**config.mk**
```make
export PLATFORM = sky130hd
export DESIGN_NAME = ustride_disp_gen
export DESIGN_NICKNAME = d
export VERILOG_FILES = /design/src/rtl/ustride_disp_gen.sv
export SDC_FILE = /design/constraint.sdc
export NUM_CORES = 1
export LEC_CHECK = 0
export BUFFER_PORTS_ARGS = -buffer_cell sky130_fd_sc_hd__clkbuf_2
export CORE_ASPECT_RATIO = 1.4
export CORE_MARGIN = 2
export CORE_UTILIZATION = 56
export DETAILED_ROUTE_END_ITERATION = 7
export GPL_ROUTABILITY_DRIVEN = 0
export HOLD_SLACK_MARGIN = 0.06
export PLACE_DENSITY_LB_ADDON = 0.15
export SLEW_MARGIN = 0
export SYNTH_ARGS = -nofsm -noshare
export SYNTH_HDL_FRONTEND = slang
export SYNTH_SLANG_ARGS = --single-unit
```
**constraint.sdc**
```tcl
create_clock -name clk -period 0.84 [get_ports clk]
set_input_delay 0.126 -clock clk [delete_from_list [all_inputs] [get_ports clk]]
set_output_delay 0.126 -clock clk [all_outputs]
set_load 0.02 [all_outputs]
```
**src/rtl/ustride_disp_gen.sv**
```systemverilog
module ustride_disp_gen #(
  parameter int STEP_W = 7,
  parameter int SUB_W  = 2,
  parameter int IMM_W  = 16,
  parameter int SC_W   = 14,
  parameter int OUT_W  = 32
) (
  input  logic             clk,
  input  logic             rst_n,
  input  logic             in_valid,
  input  logic [IMM_W-1:0] imm_field,
  input  logic             fmt_scaled,
  input  logic [1:0]       op_kind,
  input  logic             stride_en,
  input  logic [STEP_W-1:0] src_step,
  input  logic [SUB_W-1:0] src_sub,
  input  logic [STEP_W-1:0] dst_step,
  input  logic [SUB_W-1:0] dst_sub,
  input  logic [SUB_W-1:0] sub_len,
  input  logic [1:0]       width_sel,
  output logic             out_valid,
  output logic [OUT_W-1:0] disp,
  output logic             replace
);
  localparam int IDX_W = STEP_W + SUB_W + 1;

  logic [OUT_W-1:0]  imm_d, imm_s, imm_dec, ofs;
  logic [STEP_W-1:0] step_sel;
  logic [SUB_W-1:0]  sub_sel;
  logic [IDX_W-1:0]  elem_idx;
  logic              is_ld, is_st;

  assign imm_d   = {{(OUT_W-IMM_W){imm_field[IMM_W-1]}}, imm_field};
  assign imm_s   = {{(OUT_W-SC_W-2){imm_field[SC_W-1]}}, imm_field[SC_W-1:0], 2'b00};
  assign imm_dec = fmt_scaled ? imm_s : imm_d;

  assign is_ld    = (op_kind == 2'b01);
  assign is_st    = (op_kind == 2'b10);
  assign step_sel = is_ld ? src_step : (is_st ? dst_step : '0);
  assign sub_sel  = is_ld ? src_sub  : (is_st ? dst_sub  : '0);

  assign elem_idx = IDX_W'(step_sel) * (IDX_W'(sub_len) + IDX_W'(1)) + IDX_W'(sub_sel);
  assign ofs      = stride_en ? (OUT_W'(elem_idx) << width_sel) : '0;

  always_ff @(posedge clk or negedge rst_n) begin
    if (!rst_n) begin
      out_valid <= 1'b0;
      disp      <= '0;
      replace   <= 1'b0;
    end else begin
      out_valid <= in_valid;
      if (in_valid) begin
        disp    <= imm_dec + ofs;
        replace <= stride_en;
      end
    end
  end
endmodule

```
==> results of run 1 <==
[logic make-up after synthesis]
family | synth area share, %
mux | 9.00
buf+inv | 3.43
compound gates | 23.2
fa+ha+maj | 17.0
simple gates | 19.3
xor+xnor | 2.37
flops | 25.6
[stage by stage]
| step | instances | utilization (%) |
|---|---|---|
| after floorplan | 376 | - |
| after global placement | 600 | 81.3 |
| after detailed placement | 600 | 81.3 |
| after CTS | 623 | 90.1 |
[synthesized netlist by cell type (2+ instances only)]
library cell / number
o31ai_1: 5
clkbuf_1: 10
a21o_1: 3
fa_1: 7
or4b_1: 3
o211a_1: 2
nor4_1: 2
o21ai_0: 27
nand4_1: 2
inv_1: 17
a211oi_1: 6
nor3_1: 10
mux2_2: 23
a21oi_1: 25
nor2_1: 33
xor2_1: 2
o21ai_1: 2
nand2b_1: 2
nand3_1: 7
xnor2_1: 7
ha_1: 34
and2_1: 17
mux2i_1: 4
o2bb2ai_1: 2
o21a_1: 8
o211ai_1: 5
dfrtp_1: 34
nor4b_1: 2
nor3b_1: 2
nor2b_1: 15
nand2_1: 22
buf_1: 2
a22o_1: 10
a31o_2: 2
[repair_timing]
action / 4_1_cts
hold buffers: 1
pin swaps: 49
buffers inserted: 22
setup endpoints to repair: 66
resized for setup: 63
endpoints found under the hold margin: 34
==> out/metrics.csv, run 1 <==
stage,metric,value,unit
placement,DP HPWL,7.75,mm
outcome,stage reached,5_1_grt,
floorplanning,row count,33,
yosys,count of cell types in the netlist,56,
floorplanning,I/O pins,79,
placement,DP Worst Slack,-4490,ps
sta,Worst EP Category,register input,
sta,post-GRT worst EP,disp[31]$_DFFE_PN0P_/D,
placement,Area after DPL,0.00470,mm^2
yosys,register area share after synthesis,25.6,%
cts,CTS buffer count,5,
floorplanning,Vert. Die Dim,95.1,um
yosys,synthesized instance count,376,
placement,Port Buffers,78,
yosys,Post-Syn Area,0.00332,mm^2
yosys,syn nets,462,
yosys,Synthesis Warnings,0,
yosys,"top cells by area, synth","dfrtp_1 (26%), ha_1 (13%), mux2_2 (7.8%), fa_1 (4.2%), o21ai_0 (4.1%)",
cts,Root Driver,clkbuf_8,
cts,Clock Sinks,34,
yosys,Post-synth EDFFs,0,
yosys,syn_area_per_cell,8.83,um^2
cts,CTS HTree Levels,2,
outcome,run status,did not finish,
outcome,run-stopping error,"[ERROR DPL-0038] Utilization greater than 100%, impossible to legalize",
yosys,commonest register cell after synthesis,dfrtp_1,
yosys,Synth top area share,25.6,%
yosys,biggest area consumer among synthesized cells,dfrtp_1,
yosys,post-synthesis register bit count,34,
floorplanning,Die W,69.1,um
cts,Clock Path Buffers,2,
floorplanning,initial core utilization,57.5,%
yosys,ys async rst share,100,%
global_route,largest net degree at the start of global routing,35,
==> run 2, diff against run 1 <==
- CORE_ASPECT_RATIO: 1.4 -> not set
- CORE_UTILIZATION: 56 -> 40
- HOLD_SLACK_MARGIN: 0.06 -> not set
==> run 2 against run 1 <==
Effect of this change: the flow now finishes, with violations (negative setup slack); synthesized area stayed put; synthesized cell count is the same.
==> out/metrics.csv, run 2 <==
stage,metric,value,unit
outcome,run status,"complete, but fails checks",
outcome,failing checks,negative setup slack,
worst_setup_path,RR Startpoint,disp[22],
pwr,Flop pwr share,25.5,%
yosys,count of cell types in the netlist,56,
route,drt first pass iters,4,
yosys,commonest register cell after synthesis,dfrtp_1,
global_route,antenna violations before repair,0,
worst_setup_path,Crit Path Max Fanout,6,
yosys,synthesized instance count,376,
placement,Port Buffers,78,
yosys,syn nets,462,
yosys,ys async rst share,100,%
route,via/cell ratio,5.38,
worst_setup_path,Worst Setup End Kind,flip-flop,
final_layout,nets@finish,662,
min_path,Hold Path Class,input pin to flip-flop,
pwr,"Power, Total",0.00828,W
sta,period utilization,561,%
route,via count,3668,
final_layout,largest register by flop count,disp,
cts,worst skew pair latency,300,ps
sta,Finish-stage setup viols,66,
pwr,Switch Pwr,0.00287,W
cts,Clock Sinks,34,
final_layout,share of cells above drive strength 1,56.8,%
floorplanning,Vert. Die Dim,95.1,um
floorplanning,I/O pins,79,
sta,Least-Margin Pin Slew,669,ps
floorplanning,Die W,95.1,um
placement,DP Worst Slack,-4450,ps
sta,worst clock skew,0,ps
yosys,syn_area_per_cell,8.83,um^2
floorplanning,initial core utilization,40.8,%
sta,setup_tns,-109710,ps
worst_setup_path,Worst EP required,1020,ps
min_path,Worst Hold Launch,in_valid,
pwr,Combinational Power Share,51.5,%
final_layout,Regs by FF count,"disp: 32 flops, out_valid: 1 flops, replace: 1 flops",
pwr,Leak,2.69,nW
yosys,Synth top area share,25.6,%
yosys,Synthesis Warnings,0,
sta,worst-case headroom to the max-slew limit,54.9,%
pwr,Pwr per Cell Area,1410,mW/mm^2
sta,max-slew violation count,0,
pwr,P_int,0.00541,W
cts,Clock Path Buffers,2,
cts,CTS tree,built,
final_layout,Layout area overhead,76.6,%
final_layout,"commonest non-fill, non-tap cell in the layout",buf_4,
route,Post-route DRC,0,
sta,post-route setup slack,-3880,ps
final_layout,Ant. Diodes,0,
yosys,biggest area consumer among synthesized cells,dfrtp_1,
route,DR WL/cell,15.8,um
placement,DP HPWL,7.23,mm
worst_setup_path,Worst Path Arrival,4900,ps
cts,CTS buffer count,5,
route,routed wire length,10.8,mm
sta,Final Hold Fails,0,
global_route,Total Routing Usage GR,22.8,%
worst_setup_path,kind of critical path,input pin to flip-flop,
sta,setup repair after global routing missed its margin,true,
sta,Max Fclk,212,MHz
yosys,post-synthesis register bit count,34,
worst_setup_path,FF-to-FF setup slack,-50,ps
yosys,"top cells by area, synth","dfrtp_1 (26%), ha_1 (13%), mux2_2 (7.8%), fa_1 (4.2%), o21ai_0 (4.1%)",
job,Max Cap Violations,0,
route,Starting DRT DRC Count,114,
yosys,Post-synth EDFFs,0,
worst_setup_path,Reg-to-Reg End,disp[22],
worst_setup_path,Worst Setup SP,op_kind[0],
global_route,first-pass GRT wire length,16.4,mm
final_layout,Largest register FFs,32,
global_route,total grt overflow,0,
yosys,Post-synth top cells,"dfrtp_1 (34), ha_1 (34), nor2_1 (33), o21ai_0 (27), a21oi_1 (25)",
route,Detail Route Antenna Nets,0,
cts,Root Driver,clkbuf_8,
pwr,switch share,34.6,%
yosys,register area share after synthesis,25.6,%
cts,clk slew on worst S/H paths,70,ps
floorplanning,row count,33,
worst_setup_path,CP endpoint,disp[31],
global_route,largest net degree at the start of global routing,35,
worst_setup_path,R2R depth,4,
floorplanning,Core Area,0.00813,mm^2
floorplanning,die area,0.00905,mm^2
pwr,Clock power frac,23.0,%
global_route,vias in the first global route,3652,
pwr,peak supply drop,1900,uV
final_layout,"commonest cells after routing, fill and taps aside","buf_4 (118), clkbuf_2 (42), buf_6 (38)",
final_layout,fill cell count,588,
cts,CTS HTree Levels,2,
sta,min Tclk post-route,4720,ps
worst_setup_path,crit path launch type,input pin,
yosys,Post-Syn Area,0.00332,mm^2
## run 2: cell counts after synthesis
Identical to the previous run, type by type.
## run 2: how the worst min path moves through the flow
stage,to,slack [ps],cells past startpoint
after floorplan,disp[0],-170,0
after global placement,disp[4],100,2
after detailed placement,disp[4],100,2
after CTS,out_valid,80,2
after global routing,out_valid,100,2
final,out_valid,90,2
## run 2: final cells by class
cell class	instances	area, um^2	area share [%]
tap	105	131	2.24
sequential	34	851	14.5
multi-input combinational	312	3040	51.9
inverter	17	63.8	1.09
clock buffer	5	68.8	1.17
timing repair buffer	206	1640	27.9
clock inverter	3	68.8	1.17
## run 2: logic make-up (layout without fill, tap and decap cells)
logic type                 after synthesis  count (layout)  share of synthesized area [%]
buffers and inverters                   30             231                           3.43
muxes                                   27              27                           9.00
and+or+nand+nor                        123             123                           19.3
DFF                                     34              34                           25.6
xor gates and xnor gates                 9               9                           2.37
AOI/OAI and AO/OA                      112             112                           23.2
adders and majority gates               41              41                           17.0
## run 2: repair_timing
item                                    CTS  global route
resized for setup                        56           141
hold buffers                              1             0
hold endpoints to repair                 34             0
buffers inserted                         15            22
pin swaps                                39            58
endpoints found under the setup margin   66            66
## run 2: power by group through the flow
stage	clock network [W]	logic (W)	registers [W]
final	0.00190	0.00427	0.00211
after global routing	0.00198	0.00457	0.00214
after CTS	0.00191	0.00352	0.00205
after detailed placement	0	0.00316	0.00208
after global placement	0	0.00312	0.00207
after floorplan	0	0.00155	0.00241
## run 2: worst max-delay path, cell delays in order
cell and delay, ps:
buf_8 100, nor2b_4 140, buf_4 130, buf_4 130, a22o_1 240, and2_1 180
fa_1 470, ha_1 340, ha_4 270, a21o_1 200, a21oi_2 110, o211ai_1 160
mux2_4 320, o211a_4 240, ha_4 300, nand4_1 140, nor2_1 140, nand2_1 80
and3_4 160, or4b_4 520, ha_4 170, mux2_4 250
## run 2: per-layer routing
metal | part of all wire [%] | routed length (um) | GRT usage, % | vias up
li1 | - | - | - | 1784
met1 | 41 | 4460 | 27.1 | 1775
met2 | 53 | 5670 | 42.5 | 90
met3 | 3.7 | 396 | 2.85 | 19
met4 | 2.1 | 224 | 6.40 | 0
met5 | 0 | 0 | 0 | -
## run 2: per-stage QoR
stage	utilization (%)	std cells	area (um^2)	hold slack [ps]
2_1_floorplan	-	376	3600	-170
3_5_place_dp	59.1	644	4810	102
6_report	72.1	682	5870	90.4
3_3_place_gp	59.1	644	4810	96.5
5_1_grt	72.1	682	5870	97.4
4_1_cts	65.1	668	5300	77.1
(Power assumes the default switching activity.)
==> run 3, diff against run 2 <==
- RECOVER_POWER: not set -> 25
==> run 3 against run 2 <==
Effect of this change: the run still ends with negative setup slack left; global-route usage unchanged; via count decreased by 0.14%; clock power about the same; largest cell class unchanged.
==> out/metrics.csv, run 3 (synthesis gave the netlist of run 2 again) <==
stage,metric,value,unit
worst_setup_path,Reg-to-Reg End,disp[22],
sta,worst-case headroom to the max-slew limit,54.7,%
floorplanning,Core Area,0.00813,mm^2
global_route,vias in the first global route,3652,
sta,max-slew violation count,0,
sta,setup repair after global routing missed its margin,true,
cts,CTS buffer count,5,
final_layout,fill cell count,590,
global_route,largest net degree at the start of global routing,35,
outcome,failing checks,negative setup slack,
sta,post-route setup slack,-3880,ps
global_route,Total Routing Usage GR,22.8,%
placement,DP HPWL,7.23,mm
outcome,run status,"complete, but fails checks",
floorplanning,initial core utilization,40.8,%
min_path,hold path cells,2,
sta,worst clock skew,0,ps
worst_setup_path,FF-to-FF setup slack,-50,ps
worst_setup_path,crit-path most repeated cell,ha_4,
worst_setup_path,crit path max-delay cell type,or4b_4,
placement,Port Buffers,78,
worst_setup_path,kind of critical path,input pin to flip-flop,
global_route,antenna violations before repair,0,
route,Post-route DRC,0,
final_layout,Ant. Diodes,0,
final_layout,share of cells above drive strength 1,56.7,%
final_layout,multi-input logic area,0.00304,mm^2
worst_setup_path,crit path launch type,input pin,
worst_setup_path,Max stage delay on crit path,520,ps
final_layout,FF+latch area,851,um^2
route,Starting DRT DRC Count,116,
min_path,Worst Hold Launch,in_valid,
floorplanning,Vert. Die Dim,95.1,um
worst_setup_path,Worst EP required,1020,ps
sta,Final Hold Fails,0,
pwr,"Power, Total",0.00826,W
cts,Clock Sinks,34,
cts,Clock Path Buffers,2,
floorplanning,row count,33,
final_layout,Final Cell Area,0.00585,mm^2
floorplanning,Die W,95.1,um
worst_setup_path,"CP delay by family, top",adder cells,
floorplanning,die area,0.00905,mm^2
worst_setup_path,CP Buf/Inv Count,3,
placement,Area after DPL,0.00481,mm^2
cts,CTS HTree Levels,2,
final_layout,"commonest non-fill, non-tap cell in the layout",buf_4,
final_layout,largest register by flop count,disp,
final_layout,nets@finish,662,
route,via count,3663,
job,Max Cap Violations,0,
sta,Least-Margin Pin Slew,672,ps
min_path,Min-Delay Endpoint,out_valid,
sta,Finish-stage setup viols,66,
global_route,total grt overflow,0,
sta,period utilization,561,%
route,DR WL/cell,15.8,um
final_layout,Regs by FF count,"disp: 32 flops, out_valid: 1 flops, replace: 1 flops",
floorplanning,I/O pins,79,
cts,clk slew on worst S/H paths,70,ps
route,drt first pass iters,4,
route,Detail Route Antenna Nets,0,
cts,worst skew pair latency,300,ps
sta,min Tclk post-route,4720,ps
worst_setup_path,RR Startpoint,disp[22],
worst_setup_path,Worst Setup End Kind,flip-flop,
pwr,Pwr per Cell Area,1410,mW/mm^2
pwr,Leak,2.68,nW
final_layout,Layout area overhead,76.1,%
cts,Root Driver,clkbuf_8,
final_layout,Largest register FFs,32,
sta,Max Fclk,212,MHz
route,routed wire length,10.7,mm
final_layout,"commonest cells after routing, fill and taps aside","buf_4 (118), clkbuf_2 (42), buf_6 (38)",
worst_setup_path,Crit Path Max Fanout,6,
worst_setup_path,Worst Path Arrival,4900,ps
pwr,peak supply drop,1900,uV
sta,setup_tns,-109700,ps
worst_setup_path,"Cell Chain, Critical Path",buf_8 -> nor2b_4 -> buf_4 -> buf_4 -> a22o_1 -> and2_1 -> fa_1 -> ha_1 -> ha_4 -> a21o_1 -> a21oi_2 -> o211ai_1 -> mux2_4 -> o211a_4 -> ha_4 -> nand4_1 -> nor2_1 -> nand2_1 -> and3_4 -> or4b_4 -> ha_4 -> mux2_4,
route,via/cell ratio,5.37,
cts,CTS tree,built,
global_route,first-pass GRT wire length,16.4,mm
min_path,Hold Path Class,input pin to flip-flop,
worst_setup_path,R2R depth,4,
run 3: stage by stage:
step | setup slack (ps) | utilization (%) | hold slack, ps | std cells
2_1_floorplan | -4000 | - | -170 | 376
3_3_place_gp | -4290 | 59.1 | 96.5 | 644
3_5_place_dp | -4450 | 59.1 | 102 | 644
4_1_cts | -3800 | 65.1 | 77.1 | 668
5_1_grt | -4140 | 71.9 | 117 | 682
6_report | -3880 | 71.9 | 111 | 682
run 3: power breakdown:
| part | internal, W | switching, W | total [W] |
|---|---|---|---|
| Clock | 0.00119 | 0.000710 | 0.00190 |
| Combinational | 0.00230 | 0.00195 | 0.00426 |
| Sequential | 0.00191 | 0.000199 | 0.00211 |
| Total | 0.00540 | 0.00286 | 0.00826 |
run 3: final cells by class:
class / instances / area share, %
Inverter: 17 / 1.09
Tap cell: 105 / 2.25
Sequential cell: 34 / 14.5
Multi-Input combinational cell: 312 / 52.0
Clock buffer: 5 / 1.18
Timing Repair Buffer: 206 / 27.7
Clock inverter: 3 / 1.18
run 3: worst register-to-register path, delay by kind of cell (launching register included):
family | cells | cell delay [ps]
flip-flops | 1 | 390
buffers and inverters | 2 | 240
AND/OR/NAND/NOR | 1 | 80
AO/OA/AOI/OAI | 1 | 70
run 3: per-layer routing:
layer | track usage, % | up-vias | share of wire [%] | routed length [um]
li1 | - | 1784 | - | -
met1 | 27.1 | 1776 | 41 | 4460
met2 | 42.5 | 84 | 53 | 5680
met3 | 2.85 | 19 | 3.6 | 385
met4 | 6.40 | 0 | 2.1 | 224
met5 | 0 | - | 0 | 0
run 3: worst max path at each step:
| stage | from | endpoint | slack [ps] | cells after the start |
|---|---|---|---|---|
| 2_1_floorplan | op_kind[0] | disp[31] | -4000 | 21 |
| 3_3_place_gp | op_kind[0] | disp[31] | -4290 | 22 |
| 3_5_place_dp | op_kind[1] | disp[31] | -4450 | 22 |
| 4_1_cts | op_kind[0] | disp[31] | -3800 | 21 |
| 5_1_grt | op_kind[0] | disp[31] | -4140 | 22 |
| 6_report | op_kind[0] | disp[31] | -3880 | 22 |
run 3: what timing repair did:
action                                  CTS  global route
endpoints found under the setup margin   66            66
hold buffers                              1             0
pin swaps                                39            58
setup buffers                            15            22
gates resized for setup                  56           141
endpoints found under the hold margin    34             0
